<file path="src/rtl/alu_fn_unit.sv">
module alu_fn_unit #(
  parameter int WIDTH = 32,
  parameter int FW    = 6
) (
  input  logic [1:0]       op_class,
  input  logic [FW-1:0]    funct,
  input  logic [WIDTH-1:0] a,
  input  logic [WIDTH-1:0] b,
  output logic [3:0]       op_sel,
  output logic [WIDTH-1:0] result,
  output logic             zero
);

  localparam logic [3:0] SEL_AND = 4'b0000;
  localparam logic [3:0] SEL_OR  = 4'b0001;
  localparam logic [3:0] SEL_ADD = 4'b0010;
  localparam logic [3:0] SEL_SUB = 4'b0110;
  localparam logic [3:0] SEL_SLT = 4'b0111;
  localparam logic [3:0] SEL_NOR = 4'b1100;

  localparam logic [FW-1:0] FN_ADD = FW'(6'b100000);
  localparam logic [FW-1:0] FN_SUB = FW'(6'b100010);
  localparam logic [FW-1:0] FN_AND = FW'(6'b100100);
  localparam logic [FW-1:0] FN_OR  = FW'(6'b100101);
  localparam logic [FW-1:0] FN_SLT = FW'(6'b101010);
  localparam logic [FW-1:0] FN_NOR = FW'(6'b100111);

  logic [WIDTH-1:0] diff;
  logic             less;

  always_comb begin
    op_sel = SEL_ADD;
    if (op_class == 2'b01) begin
      op_sel = SEL_SUB;
    end else if (op_class[1]) begin
      case (funct)
        FN_ADD:  op_sel = SEL_ADD;
        FN_SUB:  op_sel = SEL_SUB;
        FN_AND:  op_sel = SEL_AND;
        FN_OR:   op_sel = SEL_OR;
        FN_SLT:  op_sel = SEL_SLT;
        FN_NOR:  op_sel = SEL_NOR;
        default: op_sel = SEL_ADD;
      endcase
    end
  end

  assign diff = a - b;
  assign less = (a[WIDTH-1] != b[WIDTH-1]) ? a[WIDTH-1] : diff[WIDTH-1];

  always_comb begin
    case (op_sel)
      SEL_AND: result = a & b;
      SEL_OR:  result = a | b;
      SEL_SUB: result = diff;
      SEL_SLT: result = {{(WIDTH-1){1'b0}}, less};
      SEL_NOR: result = ~(a | b);
      default: result = a + b;
    endcase
  end

  assign zero = ~|result;

  always_comb begin

    if (op_class == 2'b00) class_ls_add_chk: assert (op_sel == SEL_ADD)
      else $error("class 00 did not force add");

    if (op_class == 2'b01) class_br_sub_chk: assert (op_sel == SEL_SUB)
      else $error("class 01 did not force subtract");

    if (op_sel == SEL_SLT) slt_upper_clear_chk: assert (result[WIDTH-1:1] == '0)
      else $error("set-on-less-than upper bits not clear");

    if (op_sel == SEL_SUB) sub_zero_eq_chk: assert (zero == (a == b))
      else $error("zero flag disagrees with operand equality");

    if (op_sel == SEL_NOR) nor_disjoint_chk: assert ((result & (a | b)) == '0)
      else $error("NOR result overlaps operand ones");
  end

endmodule

</file>
<file path="config.mk">
export PLATFORM = sky130hd
export DESIGN_NAME = alu_fn_unit
export DESIGN_NICKNAME = d
export VERILOG_FILES = /design/src/rtl/alu_fn_unit.sv
export SDC_FILE = /design/constraint.sdc
export NUM_CORES = 1
export LEC_CHECK = 0
export BUFFER_PORTS_ARGS = -buffer_cell sky130_fd_sc_hd__buf_2
export CORE_ASPECT_RATIO = 1.4
export CORE_MARGIN = 10
export CORE_UTILIZATION = 56
export DETAILED_ROUTE_END_ITERATION = 16
export PLACE_DENSITY = 0.8
export REMOVE_ABC_BUFFERS = 1
export SYNTH_ARGS = -nofsm -noshare
export SYNTH_HDL_FRONTEND = slang
export SYNTH_SLANG_ARGS = --single-unit
</file>
<file path="constraint.sdc">
create_clock -name vclk -period 5.3
set_input_delay 0.265 -clock vclk [all_inputs]
set_output_delay 0.265 -clock vclk [all_outputs]
set_load 0.02 [all_outputs]
</file>
## Yosys cells after proc, flatten, opt, wreduce, memory -nomap -nowiden

Index checks and enable logic that the tools add are counted.

| operators by class | value |
|---|---|
| add/sub/neg operators | 2 |
| bitwise logic cells | 3 |
| equality and inequality tests | 11 |
| reduce and logical (&&, ||, !) cells | 3 |
| multiplexer cells | 5 |

Operators by type and width:

| kind | number |
|---|---|
| case mux 32 bit (5 select lines) | 1 |
| adder 32 bit | 1 |
| bitwise AND 32 bit | 1 |
| NOT 32 bit | 1 |
| OR 32 bit | 1 |
| OR reduction 32 bit | 1 |
| subtractor 32 bit | 1 |
| equality test 6 bit, second input constant | 5 |
| case mux 4 bit (5 select lines) | 1 |
| equality test 4 x 3 -> 1 bit, second input constant | 2 |
| 2-to-1 mux 4 bit | 2 |
| equality test 4 x 1 -> 1 bit, second input constant | 1 |
| equality test 4 bit, second input constant | 1 |
| logical NOT 4 bit | 1 |
| equality test 2 x 1 -> 1 bit, second input constant | 1 |
| logical NOT 1 bit | 1 |
| 2-to-1 mux 1 bit | 1 |
| inequality test 1 bit | 1 |

| word-level totals | value |
|---|---|
| output and inout bits | 37 |
| register bits | 0 |
| input port bits | 72 |
| logic and storage cells | 24 |

## Depth between registers and ports, before layout

Gate-level depths: netlist (run 1).

| logic depth | value |
|---|---|
| word-level depth | 8 |
| mapped depth | 22 |

## Least setup slack after synthesis (run 1)

Ideal clock, no wire load.

| path | value |
|---|---|
| path kind | input to output |
| from | in a[3] |
| to | out zero |
| path slack | 0.075 ns |
| required time | 5.035 ns |
| stages | 22 |
| buffers on the path | 1 |
| data arrival time | 4.960 ns |
| cell sequence | inv_1 -> ha_1 -> buf_2 -> nor3_1 -> o21ai_0 -> a211oi_2 -> o21ai_2 -> a2111oi_0 -> o31a_1 -> or2_2 -> a21oi_1 -> nor2_1 -> nor2_1 -> fa_1 -> nand3_1 -> o221ai_1 -> or2_0 -> or4_1 -> or4_1 -> nor4b_2 -> nand4_1 -> nor2_1 |

| on the way | value |
|---|---|
| longest elaborated chain between the ends | 5 |
| elaborated cells on any way between the ends | 9 |
| classes of those cells | add/sub (2); mux (2); bitwise (3); reduce/logical (2) |

RTL lines:

| item | RTL line | source |
|---|---|---|
| start, declared | 7 | `input logic [WIDTH-1:0] a,` |
| subtractor 32 bit | 48 | `assign diff = a - b;` |
| 2-to-1 mux 1 bit | 49 | `assign less = (a[WIDTH-1] != b[WIDTH-1]) ? a[WIDTH-1] : diff[WIDTH-1];` |
| case mux 32 bit (5 select lines) | 52 | `case (op_sel)` |
| via result[0] | 10 | `output logic [WIDTH-1:0] result,` |
| OR reduction 32 bit | 62 | `assign zero = ~\|result;` |
| logical NOT 1 bit | 62 |  |
| end, declared | 11 | `output logic zero` |

The timed path passes the listed nets, and every way through them passes these cells.

## Worst setup path after layout (run 1)

| path | value |
|---|---|
| from | in a[4] |
| to | out zero |

| on the way | value |
|---|---|
| longest elaborated chain between the ends | 5 |
| elaborated cells on any way between the ends | 9 |
| classes of those cells | add/sub (2); mux (2); bitwise (3); reduce/logical (2) |

RTL lines:

| item | RTL line |
|---|---|
| subtractor 32 bit / OR 32 bit (equally long branches) | 48, 54, 57 |
| 2-to-1 mux 1 bit / NOT 32 bit (equally long branches) | 49, 57 |
| case mux 32 bit (5 select lines) * | 52 |
| OR reduction 32 bit * | 62 |
| logical NOT 1 bit * | 62 |

Mark *: on every way between the ends. The rest lies on a longest branch, timed or not.

==> results of run 1 <==
## area by class of cell
class | count | share of cell area, %
timing repair buffer | 162 | 13.7
tap | 138 | 2.41
inverter | 95 | 5.11
multi-input combinational | 749 | 78.8
## cell usage after synthesis (all sizes together), types with 6 or more instances
library cell	n	area [um^2]
nand3	19	95.1
clkbuf	32	120
a221oi	8	70.1
o211ai	16	120
o21bai	11	82.6
or4	6	48.8
nor4	13	81.3
buf	22	113
a211oi	13	103
a2111oi	10	87.6
and3	9	56.3
o31ai	10	80.1
mux2i	6	60.1
nand2	58	218
a211o	7	61.3
nor2	80	305
a31oi	14	103
xnor2	35	307
nand2b	15	93.8
o21ai	35	179
nor3	17	85.1
inv	95	357
o22ai	9	56.3
nor2b	14	87.6
a22o	6	52.6
and2	9	56.3
a21oi	77	389
a22oi	27	203
a221o	7	70.1
nand4	7	43.8
ha	95	1190
o221ai	11	96.3
o21a	13	97.6
a21o	15	113
## report_power, final
part / switching (W) / internal (W)
Clock: 0 / 0
Combinational: 0.000577 / 0.000360
Sequential: 0 / 0
Total: 0.000577 / 0.000360
## cells by family (layout without fill, tap and decap cells)
family	Yosys count	in the layout	synth area share, %
compound gates	334	334	39.6
simple gates	274	274	23.4
buf+inv	149	257	9.79
fa+ha+maj	98	98	20.8
xor+xnor	35	35	5.09
mux	8	8	1.37
## worst max-delay path, cell delays in order
cell       delay, ns
buf_6           0.10
inv_2           0.06
ha_4            0.21
buf_4           0.16
inv_1           0.08
a221oi_2        0.10
a211oi_4        0.32
o21ai_2         0.13
a2111oi_2       0.38
buf_4           0.17
o31a_1          0.16
or2_4           0.14
a21oi_2         0.04
nor2_1          0.11
nor2_1          0.07
fa_2            0.38
nand3_2         0.07
o221ai_2        0.09
or2_0           0.23
or4_1           0.47
or4_4           0.52
nor4b_4         0.33
nand4_1         0.12
nor2_1          0.12
buf_4           0.15
## stage by stage
stage	instance area (um^2)	setup TNS, ns	total power, W	setup WS, ns
after floorplan	5780	0	0.000567	0.0702
after global placement	6900	-0.00467	0.000863	-0.00467
after detailed placement	6900	-0.107	0.000868	-0.107
after CTS	6910	0	0.000875	0.0371
after global routing	7170	-0.232	0.00101	-0.232
final	7170	0	0.000937	0.0651
## repair_timing
action / 4_1_cts / 5_1_grt
setup endpoints to repair: 1 / 1
pin swaps: 1 / 21
setup buffers: 0 / 1
resized for setup: 3 / 58
## routing by layer
layer | vias to the layer above | wire [um] | share of wire, %
met2 | 495 | 11600 | 50
met1 | 3550 | 8250 | 35
met4 | 0 | 1570 | 6.7
met3 | 142 | 1990 | 8.5
li1 | 3534 | - | -
met5 | - | 0 | 0
## final timing paths
check   startpoint         to  cells after the start
max           a[4]       zero                     25
min    op_class[0]  op_sel[2]                      4
==> results.yml, run 1 <==
final_layout:
  area_growth_pct: 19.2
  seq_area_um2: 0
  post-route-util_pct: 68.6
  finalNonFillerCells: 1144
  nets: 1178
  diodes: 0
  final_common_cell: "buf_2"
  nFillCells: 949
  final_cell_mix: "102 x buf_2, 84 x ha_1, 81 x inv_1, 77 x nor2_1, 73 x a21oi_1"
  nClkBuffers: 0
  drive_above_1_share_pct: 22.4
  seq_cell_count: 0
  multi_input_area_mm2: 0.00566
outcome:
  outcome: "finished, final reports clean"
routing:
  detail_route.first_pass.iterations: 8
  viasPerCell: 6.75
  drt_iter0_drc: 690
  postRouteWirelength_mm: 23.4
  vias: 7721
  drcViolationCount: 0
  wire_per_inst_um: 20.5
  ant_nets: 0
timing:
  fmax_mhz: 191
  finalCritPeriodShare_pct: 98.8
  worstMarginPinSlew_ns: 1.03
  slew_violations: 0
  setup_viol: 0
  rsz0062_at_grt: "true"
  hold_viol_final: 0
  max_slew_margin_pct: 30.7
  holdWs_ns: 0.976
  fin_crit_ns: 5.23
die:
  io_pins: 109
  rows: 44
  die_w_um: 108
  die_y_um: 143
  start_util_pct: 57.5
  die-area_mm2: 0.0153
  coreArea_mm2: 0.0105
power:
  vdd_drop_max_mv: 0.0742
  power.density_mw_per_mm2: 131
  power.leakage_nw: 3.32
logic_synthesis:
  yosysSeqAreaShare_pct: 0
  syn_avg_cell_area_um2: 6.70
  synth_cell_types: 84
  synth-warning-count: 0
  netlist_area_mm2: 0.00602
  synth_cells: 898
grt:
  grt_max_degree: 30
  grt_use_met3_pct: 3.65
  grt_pass1_wl_mm: 36.3
  grt.total_usage_pct: 28.0
  met2_usage_pct: 50.4
  top_usage_layer: "met2"
  grtUsageMet1_pct: 30.0
  grt_pass1_vias: 7460
  antenna_found_initial: 0
  overflow: 0
job:
  cap_viol_max_count: 0
placed_design:
  place_inst: 1143
  port_buffers: 109
  place.gp.congestion: 1.01
  dp_hpwl_mm: 18.5
critical_path:
  crit_required_ns: 5.04
  arrival_ns: 4.97
  path_max_fanout: 8
  endpoint_kind: "primary output"
  crit_type: "in2out"
  startpoint_type: "input pin"
worst_hold_path:
  hp-class: "in2out"
cts:
  hold_buffers: 0
Power figures use the tool's default switching activity.
==> inputs of run 2 (changes only) <==
--- a/config.mk
+++ b/config.mk
@@ -5,12 +5,13 @@
 export SDC_FILE = /design/constraint.sdc
 export NUM_CORES = 1
 export LEC_CHECK = 0
+export ABC_AREA = 1
 export BUFFER_PORTS_ARGS = -buffer_cell sky130_fd_sc_hd__buf_2
 export CORE_ASPECT_RATIO = 1.4
 export CORE_MARGIN = 10
 export CORE_UTILIZATION = 56
 export DETAILED_ROUTE_END_ITERATION = 16
-export PLACE_DENSITY = 0.8
+export PLACE_DENSITY = 0.79
 export REMOVE_ABC_BUFFERS = 1
 export SYNTH_ARGS = -nofsm -noshare
 export SYNTH_HDL_FRONTEND = slang
==> run 2 against run 1 <==
Compared with the run above:
- worst setup slack better by 1.5 ns
- utilization is 7.1 points lower
- area after synthesis is 13% higher
- sequential cell count stayed put
- largest power group unchanged
- largest cell class unchanged
==> results.yml, run 2 <==
final_layout:
  nFillCells: 1337
  seq_cell_count: 0
  final_cell_area_mm2: 0.00727
  final_cell_mix: "500 x nand2_1, 296 x inv_1, 131 x nor2_1, 120 x nand3_1, 109 x buf_2"
  multi_input_area_mm2: 0.00538
  area_growth_pct: 7.41
  nClkBuffers: 0
  seq_area_um2: 0
  final_common_cell: "nand2_1"
  diodes: 0
  drive_above_1_share_pct: 9.70
  nets: 1626
critical_path:
  crit_family: "simple AND/OR/NAND/NOR gates"
  cp_cell_sequence: "buf_2, inv_1, ha_1, nor2_1, nand3_1, nand3_1, nand2_1, nand3_1, nand2_1, nand2_1, nand2_1, nand2_1, a21oi_1, fa_1, o21ai_0, nor2_1, nand2_1, nor2_1, nand2_1, nor2_1, nand2_1, nor2_1, buf_2"
  crit_required_ns: 5.04
  path_common_cell: "nand2_1"
  path_max_fanout: 8
  startpoint_type: "input pin"
  critical-path-max-stage-delay_ns: 0.48
  crit_buf_inv: 3
  crit_path_top_delay_cell: "fa_1"
  endpoint_kind: "primary output"
  arrival_ns: 3.50
  crit_type: "in2out"
cts:
  cts_resized: 0
  cts_setup_buffers: 0
  hold_buffers: 0
timing:
  finalCritPeriodShare_pct: 71.1
  worstMarginPinSlew_ns: 0.984
  setup_tns_ns: 0
  setup_viol: 0
  hold_viol_final: 0
  rsz0062_at_grt: "false"
  slew_violations: 0
  max_slew_margin_pct: 34.2
  fin_crit_ns: 3.77
  fmax_mhz: 266
grt:
  grt_pass1_vias: 8264
  overflow: 0
  grt_pass1_wl_mm: 41.0
  grt_max_degree: 32
  grt.total_usage_pct: 30.1
  antenna_found_initial: 0
logic_synthesis:
  ys_top_cells_by_count: "500 x nand2_1, 296 x inv_1, 133 x nor2_1"
  synth_cells: 1386
  ys_top_cells_by_area: "nand2_1 28%, ha_1 18%, inv_1 16%"
  syn_avg_cell_area_um2: 4.89
  yosysTopAreaCellShare_pct: 27.7
  yosysSeqAreaShare_pct: 0
  synth_cell_types: 38
  yosysTopAreaCell: "nand2_1"
  synth-warning-count: 0
  synth.most_common_cell: "nand2_1"
  netlist_area_mm2: 0.00677
power:
  seqPwrFrac_pct: 0
  vdd_drop_max_mv: 0.0669
  power.density_mw_per_mm2: 120
  swShare_pct: 69.7
  power.leakage_nw: 4.72
  p_clk_share_pct: 0
  p_total_w: 0.000875
  power_frac_comb_pct: 100.0
  power.net_switching_w: 0.000610
  internal_power_w: 0.000265
die:
  die_w_um: 113
  io_pins: 109
  die_y_um: 150
  die-area_mm2: 0.0170
  rows: 47
  start_util_pct: 57.3
  coreArea_mm2: 0.0118
routing:
  postRouteWirelength_mm: 26.8
  wl_met1_mm: 9.17
  viasPerCell: 5.30
  wire_per_inst_um: 16.7
  ant_nets: 0
  wl_met2_mm: 13.3
  drt_iter0_drc: 538
  routed.top_layer: "met4"
  vias: 8478
  detail_route.first_pass.iterations: 5
  drcViolationCount: 0
  dr_wl_met3_mm: 1.71
placed_design:
  place.gp.congestion: 1.13
  place_area_mm2: 0.00727
  port_buffers: 109
  dp_hpwl_mm: 22.7
outcome:
  outcome: "finished, final reports clean"
worst_hold_path:
  hp-class: "in2out"
job:
  cap_viol_max_count: 0
## run 2: area by class of cell
cell class	instances	area share, %
inverters	309	15.9
multi-input cells	1036	74.0
well taps	147	2.53
repair buffers	109	7.50
## run 2: final timing paths
path                         from        end  slack [ns]  depth (start not counted)
worst max-delay path         a[3]       zero        1.53                         23
worst min-delay path  op_class[1]  op_sel[0]        1.01                          4
## run 2: metal layers
layer,up-vias,track usage [%]
met5,-,0
met4,0,26.5
met3,129,3.35
met2,361,55.6
met1,3672,28.8
li1,4316,-
## run 2: per-stage QoR
stage,std cells,setup slack [ns],hold slack [ns],util [%]
2_1_floorplan,1345,2.08,0.681,-
6_report,1601,1.53,1.01,61.5
3_3_place_gp,1601,1.68,0.999,61.5
4_1_cts,1601,1.62,1.01,61.5
3_5_place_dp,1601,1.62,1.00,61.5
5_1_grt,1601,1.26,1.02,61.5
## run 2: logic make-up (layout without fill, tap and decap cells)
| kind of cell | count (synthesis) | in the layout | share of synthesized area, % |
|---|---|---|---|
| and+or+nand+nor | 821 | 821 | 50.8 |
| buffers and inverters | 350 | 418 | 20.7 |
| AOI/OAI and AO/OA | 99 | 99 | 7.74 |
| adders and majority gates | 98 | 98 | 18.4 |
| xor gates and xnor gates | 18 | 18 | 2.33 |
## run 2: tightest hold or removal path, cell delays in order
cell     delay (ns)
buf_2          0.13
nand2_2        0.11
inv_2          0.07
buf_2          0.16
## run 2: power groups by stage
| stage | Clock [W] | Sequential, W | Combinational, W |
|---|---|---|---|
| floorplan | 0 | 0 | 0.000570 |
| global placement | 0 | 0 | 0.000848 |
| detailed placement | 0 | 0 | 0.000855 |
| CTS | 0 | 0 | 0.000858 |
| global route | 0 | 0 | 0.000963 |
| finish | 0 | 0 | 0.000875 |
==> inputs of run 3 (changes only) <==
--- a/config.mk
+++ b/config.mk
@@ -5,13 +5,13 @@
 export SDC_FILE = /design/constraint.sdc
 export NUM_CORES = 1
 export LEC_CHECK = 0
-export ABC_AREA = 1
+export ABC_AREA = 0
 export BUFFER_PORTS_ARGS = -buffer_cell sky130_fd_sc_hd__buf_2
 export CORE_ASPECT_RATIO = 1.4
 export CORE_MARGIN = 10
 export CORE_UTILIZATION = 56
 export DETAILED_ROUTE_END_ITERATION = 16
-export PLACE_DENSITY = 0.79
+export PLACE_DENSITY = 0.8
 export REMOVE_ABC_BUFFERS = 1
 export SYNTH_ARGS = -nofsm -noshare
 export SYNTH_HDL_FRONTEND = slang
==> constraint.sdc (replaced) <==
create_clock -name vclk -period 3.9
set_input_delay 0.195 -clock vclk [all_inputs]
set_output_delay 0.195 -clock vclk [all_outputs]
set_load 0.02 [all_outputs]
==> run 3 against run 2 <==
Compared with the run above:
- via count increased by 0.48%
- highest routed layer unchanged
- total power increased by 63%
- sequential cell count is the same
- cell count down 19%
- critical endpoint unchanged
- global-route usage up 1.4 points
- the flow now finishes with violations (negative setup slack)
- final area grew 13%
- utilization is 17 points higher
- count of clock-buffer cells in the layout is the same
- combinational power increased by 63%
==> results.yml, run 3 (same netlist as run 1, synthesis figures left out) <==
outcome:
  outcome: "finished, violations left"
  violations: "negative setup slack"
timing:
  slew_violations: 0
  final_critical_path_setup_slack_ns: -0.969
  finalCritPeriodShare_pct: 125
  fin_crit_ns: 4.87
  holdWs_ns: 0.866
  max_slew_margin_pct: 44.1
  hold_viol_final: 0
  setup_tns_ns: -1.10
  rsz0062_at_grt: "true"
  setup_viol: 2
  fmax_mhz: 205
  worstMarginPinSlew_ns: 0.817
grt:
  grt_pass1_wl_mm: 40.5
  grt.total_usage_pct: 31.5
  grt_max_degree: 22
  grt_pass1_vias: 8484
  overflow: 0
  antenna_found_initial: 0
die:
  die_y_um: 143
  die_w_um: 108
  start_util_pct: 57.5
  coreArea_mm2: 0.0105
  die-area_mm2: 0.0153
  rows: 44
  io_pins: 109
job:
  cap_viol_max_count: 0
power:
  power_frac_comb_pct: 100.0
  power.net_switching_w: 0.000819
  p_total_w: 0.00143
  power.density_mw_per_mm2: 174
  p_clk_share_pct: 0
  swShare_pct: 57.3
  internal_power_w: 0.000611
  vdd_drop_max_mv: 0.146
  seqPwrFrac_pct: 0
  power.leakage_nw: 4.08
critical_path:
  crit_type: "in2out"
  path_max_fanout: 3
  crit_required_ns: 3.70
  startpoint_type: "input pin"
  endpoint_kind: "primary output"
  arrival_ns: 4.67
final_layout:
  nets: 1334
  seq_area_um2: 0
  diodes: 0
  post-route-util_pct: 78.8
  final_cell_mix: "208 x buf_4, 105 x buf_2, 90 x ha_1, 88 x inv_1, 76 x nor2_1"
  nClkBuffers: 0
  final_common_cell: "buf_4"
  seq_cell_count: 0
  nFillCells: 814
  area_growth_pct: 37.0
  drive_above_1_share_pct: 31.6
placed_design:
  dp_hpwl_mm: 20.8
  dp_slack_ns: -1.29
  port_buffers: 109
  place.gp.congestion: 1.04
routing:
  vias: 8519
  dr_wl_met3_mm: 2.12
  detail_route.first_pass.iterations: 5
  routed.top_layer: "met4"
  ant_nets: 0
  wire_per_inst_um: 19.5
  drcViolationCount: 0
  viasPerCell: 6.55
  wl_met2_mm: 12.4
  postRouteWirelength_mm: 25.3
  wl_met1_mm: 8.61
  drt_iter0_drc: 838
worst_hold_path:
  hp-class: "in2out"
run 3: changes by cell type in the layout (fill, tap and decap cells not counted), sizes merged, moves of 15 or more:
cell,previous run,this run
a21oi,56,77
a22oi,0,27
buf,109,318
inv,308,95
nand2,504,58
nand2b,0,15
nand3,124,19
nand4,27,7
nor2,137,80
o211ai,0,16
xnor2,0,35
xor2,18,0
run 3: layer usage:
metal,vias to the layer above,GRT usage (%)
li1,3859,-
met3,203,5.09
met5,-,0
met4,0,24.6
met1,3894,31.8
met2,563,56.1
run 3: area by class of cell:
type / count / area [um^2] / area share [%]
Tap cell: 138 / 173 / 2.10
Inverter: 95 / 357 / 4.33
Multi-Input combinational cell: 749 / 5570 / 67.6
Timing Repair Buffer: 318 / 2140 / 26.0
run 3: worst paths after layout:
check                    from   endpoint  slack [ns]  depth (start not counted)
setup / recovery        a[14]       zero       -0.97                         24
hold / removal    op_class[0]  op_sel[2]        0.87                          4
run 3: power groups by stage:
stage	clock, W	combinational, W	sequential, W
2_1_floorplan	0	0.000771	0
3_3_place_gp	0	0.00133	0
3_5_place_dp	0	0.00135	0
4_1_cts	0	0.00138	0
5_1_grt	0	0.00153	0
6_report	0	0.00143	0
run 3: timing repair:
action / in CTS / in global routing
setup endpoints to repair: 2 / 2
resized for setup: 31 / 6
gates cloned: 0 / 0
pin swaps: 12 / 6
buffers inserted: 1 / 0
hold buffers: 0 / 0
run 3: critical path, cell delays in order:
cell,delay [ns]
buf_2,0.10
inv_1,0.05
ha_1,0.31
inv_2,0.07
a21oi_1,0.06
o31a_1,0.27
o31a_1,0.28
a2111oi_2,0.34
buf_4,0.17
o31a_1,0.21
or2_4,0.14
a21oi_1,0.05
nor2_1,0.08
nor2_1,0.06
fa_2,0.34
nand3_2,0.07
o221ai_2,0.09
or2_0,0.22
or4_4,0.48
or4_4,0.46
nor4b_4,0.25
nand4_1,0.12
nor2_1,0.10
buf_4,0.15
run 3: metrics by stage:
| step | std cells | cell area, um^2 |
|---|---|---|
| 2_1_floorplan | 844 | 5780 |
| 3_3_place_gp | 1299 | 8070 |
| 3_5_place_dp | 1299 | 8070 |
| 4_1_cts | 1300 | 8220 |
| 5_1_grt | 1300 | 8240 |
| 6_report | 1300 | 8240 |
